`config.mk`:
```
export PLATFORM = sky130hd
export DESIGN_NAME = sthit_store
export DESIGN_NICKNAME = d
export VERILOG_FILES = /design/src/rtl/sthit_pkg.sv /design/src/rtl/sthit_scan.sv /design/src/rtl/sthit_mem.sv /design/src/rtl/sthit_ctrl.sv /design/src/rtl/sthit_store.sv
export SDC_FILE = /design/constraint.sdc
export NUM_CORES = 1
export LEC_CHECK = 0
export BUFFER_PORTS_ARGS = -buffer_cell sky130_fd_sc_hd__buf_2
export CORE_MARGIN = 1
export CORE_UTILIZATION = 55
export CTS_CLUSTER_SIZE = 25
export DETAILED_ROUTE_END_ITERATION = 12
export PLACE_DENSITY_LB_ADDON = 0.25
export SLEW_MARGIN = 5
export SYNTH_ARGS = -nofsm -noshare
export SYNTH_HDL_FRONTEND = slang
export SYNTH_SLANG_ARGS = --single-unit
```
`constraint.sdc`:
```
create_clock -name clk -period 6.1 [get_ports clk]
set_input_delay 0.915 -clock clk [delete_from_list [all_inputs] [get_ports clk]]
set_output_delay 0.915 -clock clk [all_outputs]
set_load 0.01 [all_outputs]
```
`src/rtl/sthit_pkg.sv`:
```
// Shared encodings for the bunch-crossing hit store.
// Assumes: kind codes are decoded by the downstream serialiser, so their
// values are fixed.
package sthit_pkg;
    typedef enum logic [1:0] {
        KIND_HIT = 2'b00,
        KIND_HDR = 2'b01,
        KIND_TRL = 2'b11
    } word_kind_e;

    typedef enum logic [2:0] {
        PH_IDLE,
        PH_ACQ,
        PH_HOLD,
        PH_HDR,
        PH_BODY,
        PH_TRL
    } phase_e;
endpackage

```
`src/rtl/sthit_scan.sv`:
```
// Pad scanner: on a start pulse it captures all pad amplitudes, the
// threshold and the bunch index. It then walks the pads one per cycle and
// offers each above-threshold sample as a tagged hit word.
// Assumes: start does not arrive while busy (crossing spacing > NPADS).
module sthit_scan #(
    parameter int NPADS = 4,
    parameter int AMP_W = 10,
    parameter int BX_W  = 12,
    parameter int PAD_W = 2,
    localparam int HIT_W = BX_W + PAD_W + AMP_W
) (
    input  logic                   clk,
    input  logic                   rst_n,
    input  logic                   start,
    input  logic [NPADS*AMP_W-1:0] amps_in,
    input  logic [AMP_W-1:0]       thresh,
    input  logic [BX_W-1:0]        bx_in,
    output logic                   busy,
    output logic                   hit_vld,
    output logic [HIT_W-1:0]       hit_word
);
    logic [NPADS-1:0][AMP_W-1:0] amp_q;
    logic [AMP_W-1:0]            thr_q;
    logic [BX_W-1:0]             bx_q;
    logic [PAD_W-1:0]            idx_q;
    logic [AMP_W-1:0]            cur_amp;

    // Capture the crossing snapshot on start.
    always_ff @(posedge clk) begin
        if (start) begin
            amp_q <= amps_in;
            thr_q <= thresh;
            bx_q  <= bx_in;
        end
    end

    // Step through the pads, dropping busy after the last one.
    always_ff @(posedge clk) begin
        if (!rst_n) begin
            busy  <= 1'b0;
            idx_q <= '0;
        end else if (start) begin
            busy  <= 1'b1;
            idx_q <= '0;
        end else if (busy) begin
            if (idx_q == PAD_W'(NPADS - 1)) busy <= 1'b0;
            idx_q <= idx_q + PAD_W'(1);
        end
    end

    // Compare the current pad against the captured threshold.
    always_comb begin
        cur_amp  = amp_q[idx_q];
        hit_vld  = busy && (cur_amp > thr_q);
        hit_word = {bx_q, idx_q, cur_amp};
    end
endmodule

```
`src/rtl/sthit_mem.sv`:
```
// Hit memory: appends hit words at the fill count. Once full it drops
// further writes and sets a sticky overflow flag. Reading is combinational
// by address.
// Assumes: clear and wr_en are never high together (the scan is idle at
// a train start).
module sthit_mem #(
    parameter int DEPTH = 64,
    parameter int HIT_W = 24,
    localparam int ADDR_W = (DEPTH > 1) ? $clog2(DEPTH) : 1,
    localparam int CNT_W  = $clog2(DEPTH + 1)
) (
    input  logic              clk,
    input  logic              rst_n,
    input  logic              clear,
    input  logic              wr_en,
    input  logic [HIT_W-1:0]  wr_data,
    input  logic [ADDR_W-1:0] rd_addr,
    output logic [HIT_W-1:0]  rd_data,
    output logic [CNT_W-1:0]  count,
    output logic              ovf
);
    logic [HIT_W-1:0] store_q [DEPTH];
    logic             has_room;

    assign has_room = (count < CNT_W'(DEPTH));

    // Write the next free slot.
    always_ff @(posedge clk) begin
        if (wr_en && has_room) store_q[count[ADDR_W-1:0]] <= wr_data;
    end

    // Track the fill level and the sticky overflow.
    always_ff @(posedge clk) begin
        if (!rst_n || clear) begin
            count <= '0;
            ovf   <= 1'b0;
        end else if (wr_en) begin
            if (has_room) count <= count + CNT_W'(1);
            else          ovf   <= 1'b1;
        end
    end

    // Read port for the drain.
    assign rd_data = store_q[rd_addr];
endmodule

```
`src/rtl/sthit_ctrl.sv`:
```
// Phase controller: runs train acquisition, the bunch counter, drain
// sequencing (header, hits, trailer) and the sequencing-error pulse.
// Assumes: train_start and bx_strobe are single-cycle strobes.
module sthit_ctrl
    import sthit_pkg::*;
#(
    parameter int BX_W   = 12,
    parameter int HIT_W  = 24,
    parameter int CNT_W  = 7,
    parameter int ADDR_W = 6,
    localparam int WORD_W = 2 + HIT_W
) (
    input  logic              clk,
    input  logic              rst_n,
    input  logic              train_start,
    input  logic              train_stop,
    input  logic              bx_strobe,
    input  logic              rd_req,
    input  logic              out_ready,
    input  logic              scan_busy,
    input  logic [CNT_W-1:0]  hit_count,
    input  logic              ovf,
    input  logic [HIT_W-1:0]  rd_data,
    output logic              clear,
    output logic              scan_start,
    output logic [BX_W-1:0]   bx_now,
    output logic [ADDR_W-1:0] rd_addr,
    output logic              acq,
    output logic              draining,
    output logic              out_valid,
    output logic [WORD_W-1:0] out_data,
    output logic              seq_err
);
    phase_e            ph_q, ph_nx;
    logic [BX_W-1:0]   bx_q;
    logic [ADDR_W-1:0] ptr_q;
    logic              last_hit;

    // Decode phase-level controls.
    always_comb begin
        acq        = (ph_q == PH_ACQ);
        draining   = (ph_q == PH_HDR) || (ph_q == PH_BODY) || (ph_q == PH_TRL);
        clear      = train_start && ((ph_q == PH_IDLE) || (ph_q == PH_HOLD));
        scan_start = acq && bx_strobe;
        last_hit   = (CNT_W'(ptr_q) == hit_count - CNT_W'(1));
    end

    // Next-phase selection.
    always_comb begin
        ph_nx = ph_q;
        unique case (ph_q)
            PH_IDLE: if (train_start) ph_nx = PH_ACQ;
            PH_ACQ:  if (train_stop)  ph_nx = PH_HOLD;
            PH_HOLD: begin
                if (train_start)               ph_nx = PH_ACQ;
                else if (rd_req && !scan_busy) ph_nx = PH_HDR;
            end
            PH_HDR:  if (out_ready) ph_nx = (hit_count == '0) ? PH_TRL : PH_BODY;
            PH_BODY: if (out_ready && last_hit) ph_nx = PH_TRL;
            PH_TRL:  if (out_ready) ph_nx = PH_IDLE;
            default: ph_nx = PH_IDLE;
        endcase
    end

    // Phase register.
    always_ff @(posedge clk) begin
        if (!rst_n) ph_q <= PH_IDLE;
        else        ph_q <= ph_nx;
    end

    // Bunch counter: cleared at train start, counts crossings, saturates.
    always_ff @(posedge clk) begin
        if (!rst_n || clear)                 bx_q <= '0;
        else if (scan_start && !(&bx_q))     bx_q <= bx_q + BX_W'(1);
    end

    // Drain read pointer.
    always_ff @(posedge clk) begin
        if (!rst_n || ph_q == PH_HDR)        ptr_q <= '0;
        else if (ph_q == PH_BODY && out_ready) ptr_q <= ptr_q + ADDR_W'(1);
    end

    // Sequencing error: a train start arriving mid-drain.
    always_ff @(posedge clk) begin
        if (!rst_n) seq_err <= 1'b0;
        else        seq_err <= train_start && draining;
    end

    // Stream word assembly.
    always_comb begin
        bx_now    = bx_q;
        rd_addr   = ptr_q;
        out_valid = draining;
        unique case (ph_q)
            PH_HDR:  out_data = {KIND_HDR, HIT_W'(hit_count)};
            PH_BODY: out_data = {KIND_HIT, rd_data};
            PH_TRL:  out_data = {KIND_TRL, HIT_W'(ovf)};
            default: out_data = '0;
        endcase
    end
endmodule

```
`src/rtl/sthit_store.sv`:
```
// Top level of the self-triggered hit store: ties the pad scanner, the hit
// memory and the phase controller together.
// Assumes: in-train crossings are at least NPADS+1 cycles apart.
module sthit_store #(
    parameter int NPADS = 4,
    parameter int AMP_W = 10,
    parameter int BX_W  = 12,
    parameter int DEPTH = 64,
    localparam int PAD_W  = (NPADS > 1) ? $clog2(NPADS) : 1,
    localparam int HIT_W  = BX_W + PAD_W + AMP_W,
    localparam int WORD_W = 2 + HIT_W,
    localparam int ADDR_W = (DEPTH > 1) ? $clog2(DEPTH) : 1,
    localparam int CNT_W  = $clog2(DEPTH + 1)
) (
    input  logic                   clk,
    input  logic                   rst_n,
    input  logic                   train_start,
    input  logic                   train_stop,
    input  logic                   bx_strobe,
    input  logic [NPADS*AMP_W-1:0] pad_amps,
    input  logic [AMP_W-1:0]       thresh,
    input  logic                   rd_req,
    input  logic                   out_ready,
    output logic                   out_valid,
    output logic [WORD_W-1:0]      out_data,
    output logic                   seq_err
);
    logic              clear, scan_start, scan_busy, hit_vld;
    logic [HIT_W-1:0]  hit_word, rd_data;
    logic [BX_W-1:0]   bx_cnt;
    logic [ADDR_W-1:0] rd_addr;
    logic [CNT_W-1:0]  hit_count;
    logic              ovf_flag, acq, draining;

    sthit_scan #(
        .NPADS(NPADS), .AMP_W(AMP_W), .BX_W(BX_W), .PAD_W(PAD_W)
    ) i_scan (
        .clk(clk), .rst_n(rst_n), .start(scan_start), .amps_in(pad_amps),
        .thresh(thresh), .bx_in(bx_cnt), .busy(scan_busy),
        .hit_vld(hit_vld), .hit_word(hit_word)
    );

    sthit_mem #(
        .DEPTH(DEPTH), .HIT_W(HIT_W)
    ) i_mem (
        .clk(clk), .rst_n(rst_n), .clear(clear), .wr_en(hit_vld),
        .wr_data(hit_word), .rd_addr(rd_addr), .rd_data(rd_data),
        .count(hit_count), .ovf(ovf_flag)
    );

    sthit_ctrl #(
        .BX_W(BX_W), .HIT_W(HIT_W), .CNT_W(CNT_W), .ADDR_W(ADDR_W)
    ) i_ctrl (
        .clk(clk), .rst_n(rst_n), .train_start(train_start),
        .train_stop(train_stop), .bx_strobe(bx_strobe), .rd_req(rd_req),
        .out_ready(out_ready), .scan_busy(scan_busy), .hit_count(hit_count),
        .ovf(ovf_flag), .rd_data(rd_data), .clear(clear),
        .scan_start(scan_start), .bx_now(bx_cnt), .rd_addr(rd_addr),
        .acq(acq), .draining(draining), .out_valid(out_valid),
        .out_data(out_data), .seq_err(seq_err)
    );
endmodule

```
== After elaboration in Yosys (flattened, before gate mapping) ==
Memories as Yosys holds them, arrays and structs flattened. A register that Yosys moved wholly into a read port is not among the register bits.
Index checks and enable logic that the tools add are counted.
Storage, ports and cells
  flip-flop bits (word level): 95
  input port bits: 57
  word-level logic and storage cells: 81
  latch bits: 0
  memory bits (writable): 1536
  output and inout bits: 28
  memories: 1
  ROM bits: 0
Memories
  i_mem.store_q: depth 64, bits a word 24, rd ports 1, clocked after memory_dff 1, wr ports 1, RTL line sthit_mem.sv:22  | logic [HIT_W-1:0] store_q [DEPTH];
Operators by class
  divide/modulo/power cells: 0
  $mul: 0
  shift-type cells: 0
  reduce and logical (&&, ||, !) cells: 24
  multiplexer cells: 19
  equality and inequality tests: 13
  bitwise logic cells: 2
  magnitude comparators: 3
  add/sub/neg operators: 5
Operator list (count)
  $pmux W26 S3: 1
  $mux W3: 7
  $bmux W10 S2: 1
  $pmux W3 S6: 1
  $add A12 B1 Y12 const B: 1
  $mux W6: 2
  $reduce_and A12 Y1: 1
  $gt A10 B10 Y1: 1
  $mux W10: 1
  $ne A2 B2 Y1 const B: 5
  $logic_and A1 B1 Y1: 9
  $add A7 B1 Y7 const B: 1
  $eq A6 B7 Y1: 1
  $logic_not A7 Y1: 1
  $lt A7 B7 Y1 const B: 1
  $sub A7 B1 Y7 const B: 1
  $add A6 B1 Y6 const B: 1
  $eq A3 B2 Y1 const B: 2
  $eq A3 B3 Y1 const B: 2
  $mux W1: 6
  $reduce_and A6 Y1: 1
  $logic_or A1 B1 Y1: 5
  $reduce_and A2 Y1: 2
  $eq A3 B1 Y1 const B: 1
  other kinds (8): 11

== Longest topological paths before layout ==
Gate-level depths: netlist (run 1).
  depth in word-level cells: 7
  mapped depth: 12
  depth with buffers taken out: 10

== Cells and area by module ==
Synthesis (run 1) repeated with hierarchy kept, for this count alone.
Second synthesis, totals
  cells, all modules: 2892
  area total of the unflattened synthesis: 63160.6 µm²
Modules (own cells, without submodules)
  sthit_mem: area each 59203.0 µm², instances 1, cells an instance 2591, sequential area each 46284.4 µm²
  sthit_scan: area each 2472.4 µm², instances 1, cells an instance 120, sequential area each 1921.8 µm²
  sthit_ctrl: area each 1485.2 µm², instances 1, cells an instance 181, sequential area each 440.4 µm²

== Least setup slack after synthesis (run 1) ==
Ideal clock, no wire load.
  path kind: register -> register
  from: register i_scan.idx_q[0]
  to: memory i_mem.store_q[12][0], enable pin
  stages on the path, launching flop included: 11
  period minus slack after synthesis: 6145 ps
  required time: 5665 ps
  setup slack: -45 ps
  library setup time: 435 ps
  data arrival time: 5710 ps
  path buffers: 2
  path through: dfxtp_1 > buf_1 > mux4_2 > ha_1 > nor2b_1 > o21a_1 > o21ai_0 > a21oi_1 > o211ai_1 > clkbuf_1 > nor3_1
On the way
  cells in the longest elaborated chain, start to end: 7
Ends and longest elaborated chain
  from (decl): RTL line sthit_scan.sv:25  | logic [PAD_W-1:0] idx_q;
  from (signal assigned): RTL line sthit_scan.sv:47  | idx_q <= idx_q + PAD_W'(1);
  $bmux W10 S2: RTL line sthit_scan.sv:53  | cur_amp = amp_q[idx_q];
  $mux W10 (implied by the code): RTL line sthit_scan.sv:53
  net hit_word[1]: RTL line sthit_store.sv:29  | logic [HIT_W-1:0] hit_word, rd_data;
  $gt A10 B10 Y1: RTL line sthit_scan.sv:54  | hit_vld = busy && (cur_amp > thr_q);
  $logic_and A1 B1 Y1: RTL line sthit_scan.sv:54
  $logic_and A1 B1 Y1: RTL line sthit_mem.sv:29  | if (wr_en && has_room) store_q[count[ADDR_W-1:0]] <= wr_data;
  $mux W1: RTL line sthit_mem.sv:29
  $mux W1 (implied by the code): RTL line sthit_mem.sv:29
  to (decl): RTL line sthit_mem.sv:22
The timed path passes the listed nets, and every way through them passes these cells. The select of a mux whose other input is x is not followed.

==> summary.md, run 1 <==
| Metric | Value |
|---|---|
| Status | `finished clean` |
| Die area | `116000 um^2` |
| GRT overflow | `0` |
| GRT Total Usage | `0.263` |
| Largest net degree at the start of global routing | `79` |
| Synthesized instance count | `2787` |
| Die Y | `roughly 340 um` |
| Slowest stage cell, crit path | `dfxtp_1` |
| Fin worst setup slack | `0.230 ns` |
| Clock-pin slew on the worst setup and hold paths | `0.06 ns` |
| Multi-input gate area | `13500 um^2` |
| Avg Vias per Cell | `6.51` |
| Initial Util | `0.557` |
| Primary FF master, synth | `edfxtp_1` |
| Synth cell types | `54` |
| Post-CTS Hold Fix Bufs | `0` |
| Startpoint types | `flip-flop` |
| Skew final | `0.0329 ns` |
| Die width | `around 340 um` |
| Pleak | `between 20 and 25 nW` |
| Reg-to-reg slack, setup | `about 1.2 ns` |
| Max-Cap Viols | `0` |
| VDD IR max | `approximately 0.25 mV` |
| Syn avg cell area | `about 23 um^2` |
| Number of global-route vias before repair | `a little over 30k` |
| DR pass1 iterations | `6` |
| Initial drt markers | `4031` |
| Initial antenna violation count | `8` |
| Port Buffer Count | `84` |
| WP data arrival | `4.96 ns` |
| Layout Nets | `between 3k and 4k` |
| Row cnt | `123` |
| Post-synthesis sequential area ratio | `0.774` |
| Critical Path RT | `5.18 ns` |
| CORE AREA | `113000 um^2` |
| Setup Buffers After CTS | `0` |
| Tmin final | `5.87 ns` |
| Wirelength per Cell | `32.2 um` |
| Crit-path cells | `clkinv_1, nand2_1, or3_1, o21ai_0, a2111oi_0, a221o_1, buf_2` |
| Crit Path Class | `reg2out` |
| Worst-Skew Late Latency | `0.77 ns` |
| CP Max Fanout | `17` |
| Layout filler cell count | `7462` |
| GPL Wtd Cong | `0.858` |
| CTS Sinks | `1637` |
| Power density over the cells | `330 nW/um^2` |
| Via count | `around 30k` |
| Share of layout cells above drive strength 1 | `0.301` |
| Slew Viols, Final | `0` |
| First-pass GRT wire length | `216000 um` |
| Final Hold Fails | `0` |
| Final Setup Violations | `0` |
| Sequential cell area | `roughly 50000 um^2` |
| I/O pin total | `85` |
| Final WL | `between 100000 and 150000 um` |
| Layout area overhead | `12.3%` |
| CTS tree | `built` |
| Worst Tran Pin Value | `1.20 ns` |
| Final Util | `0.626` |
| Worst stage delay on the critical path | `~0.90 ns` |
| Pre-CTS setup slack | `1.24 ns` |
| Fmax achieved | `approximately 170 MHz` |
| Hold Path Class | `in2reg` |
| Dpl hpwl | `~88000 um` |
| Post-route DRC | `0` |
| Post-route ant nets | `0` |
| Critical Path End Type | `output pin` |
| Share of synthesized flip-flops with an asynchronous set or reset | `0` |
| Clock Tree Root | `clkbuf_16` |
| Mapped Area | `about 63000 um^2` |
| Final Cycle Share | `0.962` |
| Post-synthesis register bit count | `between 1.5k and 2k` |
| Clk buf depth | `3` |
| RSZ-0062 raised after global routing | `false` |
| Post_cts resized | `0` |
| Mapped Nets | `2859` |
| Rel. slew slack | `0.202` |
| Yosys Warn Count | `0` |
| Num CTS Buffers | `between 150 and 200` |
| # H-tree levels | `4` |
| Number of flops mapped to enable cells by yosys | `1598` |
[state kept, by name (all words and copies together), names as in the netlist, 2 cells and up, named ones only]
name	flops
i_ctrl.rd_addr	6
i_scan.thr_q	10
i_scan.bx_q	12
i_scan.idx_q	2
i_ctrl.ph_q	3
i_mem.count	7
i_mem.store_q	1536
i_scan.amp_q	40
i_ctrl.bx_now	12
[Yosys cell counts, drive strengths merged, types with 13 or more instances]
cell type	instances	share of area
edfxtp	1598	0.76
mux4	431	0.15
buf	104	0.010
nor2	87	0.0052
mux2i	83	0.013
a22oi	51	0.0061
clkbuf	51	0.0030
nand2	47	0.0028
o21ai	45	0.0036
dfxtp	39	0.012
nor3	30	0.0024
a21oi	18	0.0014
inv	17	0.0010
ha	15	0.0030
nand3	13	0.0010
[power by group]
part	internal [mW]	switching (mW)	leakage, nW
clock network	5.43	4.03	2.42
registers	12.8	0.0524	14.7
logic	0.183	0.824	4.30
total	18.4	4.90	21.4
[critical path: cells and delay by family, from the launching register on]
kind,cells,cell delay (ns)
buffers and inverters,2,1.09
and+or+nand+nor,2,0.93
AOI/OAI and AO/OA,3,1.25
DFF,1,0.90
[cells by family after synthesis]
| kind of cell | Yosys count | share of synthesized area |
|---|---|---|
| flip-flops | 1637 | 0.774 |
| multiplexers | 517 | 0.168 |
| AND/OR/NAND/NOR | 251 | 0.0195 |
| AO/OA/AOI/OAI | 173 | 0.0186 |
| buffers and inverters | 173 | 0.0145 |
| XOR/XNOR | 21 | 0.00292 |
| adder cells (fa/ha/maj) | 15 | 0.00298 |
[worst paths after layout]
path,startpoint,to,depth (start not counted)
setup / recovery,flip-flop,out_data[1],7
hold / removal,thresh[5],i_scan.thr_q[5],1
setup reg to reg,i_scan.idx_q[0],i_mem.store_q[9][18],10
hold reg to reg,i_mem.ovf,i_mem.ovf,2
[per-stage QoR]
step / TNS (ns) / cells / hold WS (ns) / area [um^2] / power, mW
after floorplan: -7.55 / 2787 / 0.425 / 63000 / 13.6
after global placement: 0 / 4343 / 0.453 / 65800 / 14.1
after detailed placement: 0 / 4343 / 0.462 / 65800 / 14.1
after CTS: 0 / 4621 / 0.282 / 70800 / 23.4
after global routing: 0 / 4622 / 0.300 / 70800 / 23.9
final: 0 / 4624 / 0.325 / 70800 / 23.3
[cells in the final DEF (no fill, tap or decap), types with 7 or more instances in the layout]
cell type	synthesis	layout
bufinv_16	0	11
edfxtp_1	1598	1598
clkbuf_1	51	34
buf_4	25	116
mux2i_1	83	83
nand4_1	8	8
clkinv_2	0	20
nand3_1	13	13
nor3b_1	7	7
buf_12	0	11
o21ai_0	29	29
nor2_2	0	49
nand2b_1	7	7
nor3_1	30	14
nor3_2	0	16
nand2_1	47	47
nor2_1	87	38
dfxtp_1	39	34
a22oi_1	51	51
or3_1	12	12
buf_2	57	84
clkbuf_16	0	165
xor2_1	12	12
a211oi_1	8	8
o221ai_1	9	9
xnor2_1	9	9
ha_1	15	15
mux4_2	431	431
inv_1	17	15
clkinv_1	1	33
o21ai_1	16	16
o22ai_1	10	10
a21oi_1	18	18
[per-layer routing]
layer / vias to the layer above / GRT usage / part of all wire
met5: - / 0 / 0
met4: 0 / 0.0945 / 0.035
met3: 253 / 0.0526 / 0.098
met2: 1653 / 0.403 / 0.47
met1: 15939 / 0.381 / 0.39
li1: 12250 / - / -
[layout make-up]
cell class	count	area share
tap	1500	0.0265
multi-input combinational	977	0.191
inverter	18	0.000954
clock inverter	76	0.00949
clock buffer	202	0.0607
timing repair buffer	212	0.0217
sequential	1637	0.689
antenna	2	0.0000707
No activity file was read; power rests on OpenSTA's default activity.
==> run 2: changes to the inputs <==
==> constraint.sdc (replaced) <==
create_clock -name clk -period 6.16 [get_ports clk]
set_input_delay 0.924 -clock clk [delete_from_list [all_inputs] [get_ports clk]]
set_output_delay 0.924 -clock clk [all_outputs]
set_load 0.01 [all_outputs]
==> run 2 against run 1 <==
  * Sequential share of layout area is essentially flat
  * Worst hold slack improved by 0.0048 ns
  * Critical path depth did not move
  * Final cell count is 0.13% higher
  * Utilization about the same
  * Sequential power hardly changed
  * First-iteration DRC count rose by 0.87%
  * Flip-flop and latch count did not move
  * Cell area is essentially flat
  * Global-route usage fell by 0.099 points
  * Largest cell class unchanged
  * Largest power group unchanged
==> summary.md, run 2 (same netlist as run 1, synthesis figures left out) <==
| Metric | Value |
|---|---|
| Status | `finished clean` |
| Startpoint types | `flip-flop` |
| Initial drt markers | `a little over 4k` |
| Wirelength per Cell | `32.1 um` |
| # H-tree levels | `4` |
| Tmin final | `5.69 ns` |
| CP bufs+invs | `2` |
| Die width | `341 um` |
| Dpl hpwl | `between 80000 and 90000 um` |
| Final std cells w/o fill | `4630` |
| Critical Path End Type | `output pin` |
| Via count | `30.2k` |
| Busiest grt layer | `met2` |
| Met3 usage | `0.0582` |
| DR pass1 iterations | `5` |
| Global routing met1 resource utilization | `0.378` |
| Critical path's top delay family | `compound AO/OA/AOI/OAI gates` |
| GPL Wtd Cong | `roughly 0.89` |
| Row cnt | `~120` |
| Post-route ant nets | `0` |
| Layout filler cell count | `7425` |
| Clock Tree Root | `clkbuf_16` |
| Slew Viols, Final | `0` |
| Final Hold Fails | `0` |
| Die area | `116000 um^2` |
| First-pass GRT wire length | `216000 um` |
| RSZ-0062 raised after global routing | `false` |
| Max-Cap Viols | `0` |
| Slowest stage cell, crit path | `dfxtp_1` |
| Die Y | `341 um` |
| CP Max Fanout | `17` |
| Final Setup Violations | `0` |
| Crit-path cells | `clkinv_1, nand2_1, or3_1, o21ai_0, a2111oi_0, a221o_1, buf_2` |
| GRT Total Usage | `0.262` |
| Worst Tran Pin Value | `1.13 ns` |
| Number of global-route vias before repair | `30.6k` |
| I/O pin total | `85` |
| Critical Path RT | `5.24 ns` |
| Layout Nets | `slightly above 3k` |
| Port Buffer Count | `84` |
| Share of layout cells above drive strength 1 | `0.301` |
| GRT overflow | `0` |
| Skew final | `~0.029 ns` |
| CORE AREA | `113000 um^2` |
| Final WL | `149000 um` |
| Largest net degree at the start of global routing | `87` |
| Clk buf depth | `3` |
| Initial antenna violation count | `12` |
| Met2 GRT Util | `0.408` |
| WP data arrival | `4.77 ns` |
| Most common cell after layout, fill and taps aside | `edfxtp_1` |
| Crit Path Class | `reg2out` |
| Sum Neg Setup Slack | `0 ns` |
| Initial Util | `0.557` |
| Worst-Skew Late Latency | `0.79 ns` |
| Rel. slew slack | `0.246` |
| Power density over the cells | `325 nW/um^2` |
| Worst stage delay on the critical path | `0.82 ns` |
| Hold Path Class | `in2reg` |
| Final Power | `around 23 mW` |
| Final Cycle Share | `0.924` |
| Post-route DRC | `0` |
| CTS tree | `built` |
| Setup Buffers After CTS | `0` |
| Avg Vias per Cell | `approximately 6.5` |
| DP Cell Count | `roughly 4.3k` |
| Post_cts resized | `0` |
| Pleak | `21.5 nW` |
| Layout area overhead | `12.3%` |
| VDD IR max | `0.310 mV` |
| Post-CTS Hold Fix Bufs | `0` |
| Clock-pin slew on the worst setup and hold paths | `about 0.06 ns` |
| Num CTS Buffers | `159` |
| Fmax achieved | `176 MHz` |
| Most frequent cells in the layout | `edfxtp_1 (1598), mux4_2 (431), clkbuf_16 (159), buf_4 (116), buf_2 (84)` |
| Max reg flops | `1536` |
| CTS Sinks | `1637` |
-- run 2: cell count changes in the layout (fill, tap and decap cells not counted), sizes merged --
cell and change:
clkinvlp -6, inv +3, bufinv -2, clkinv +12, diode +1, clkbuf -2
-- run 2: power by group --
group	internal (mW)	switching [mW]
registers	12.7	0.0635
logic	0.178	0.782
clock network	5.23	4.09
-- run 2: stage by stage --
step | setup WS, ns | area [um^2] | util | hold slack [ns]
2_1_floorplan | 0.0150 | 63000 | - | 0.425
3_3_place_gp | 1.00 | 65800 | 0.582 | 0.444
3_5_place_dp | 0.878 | 65800 | 0.582 | 0.465
4_1_cts | 0.613 | 70800 | 0.626 | 0.286
5_1_grt | 0.344 | 70800 | 0.626 | 0.304
6_report | 0.465 | 70800 | 0.626 | 0.330
-- run 2: final timing paths --
check	to	cells past startpoint	slack (ns)	start
setup / recovery	out_data[1]	7	0.47	flip-flop
hold / removal	i_scan.thr_q[5]	1	0.33	thresh[5]
setup reg to reg	i_mem.store_q[45][11]	11	0.77	i_scan.idx_q[0]
hold reg to reg	i_mem.ovf	2	0.48	i_mem.ovf
-- run 2: final cells by class --
class / instances / area (um^2) / area share
multi-input combinational: 977 / 13500 / 0.191
inverter: 18 / 67.6 / 0.000954
antenna: 3 / 7.51 / 0.000106
tap: 1500 / 1880 / 0.0265
clock buffer: 200 / 4190 / 0.0592
timing repair buffer: 212 / 1530 / 0.0216
clock inverter: 83 / 790 / 0.0112
sequential: 1637 / 48800 / 0.689
-- run 2: layer usage --
metal  vias up  part of all wire
li1      12267                 -
met1     15941              0.39
met2      1726              0.48
met3       209              0.11
met4         8             0.024
met5         -           0.00040
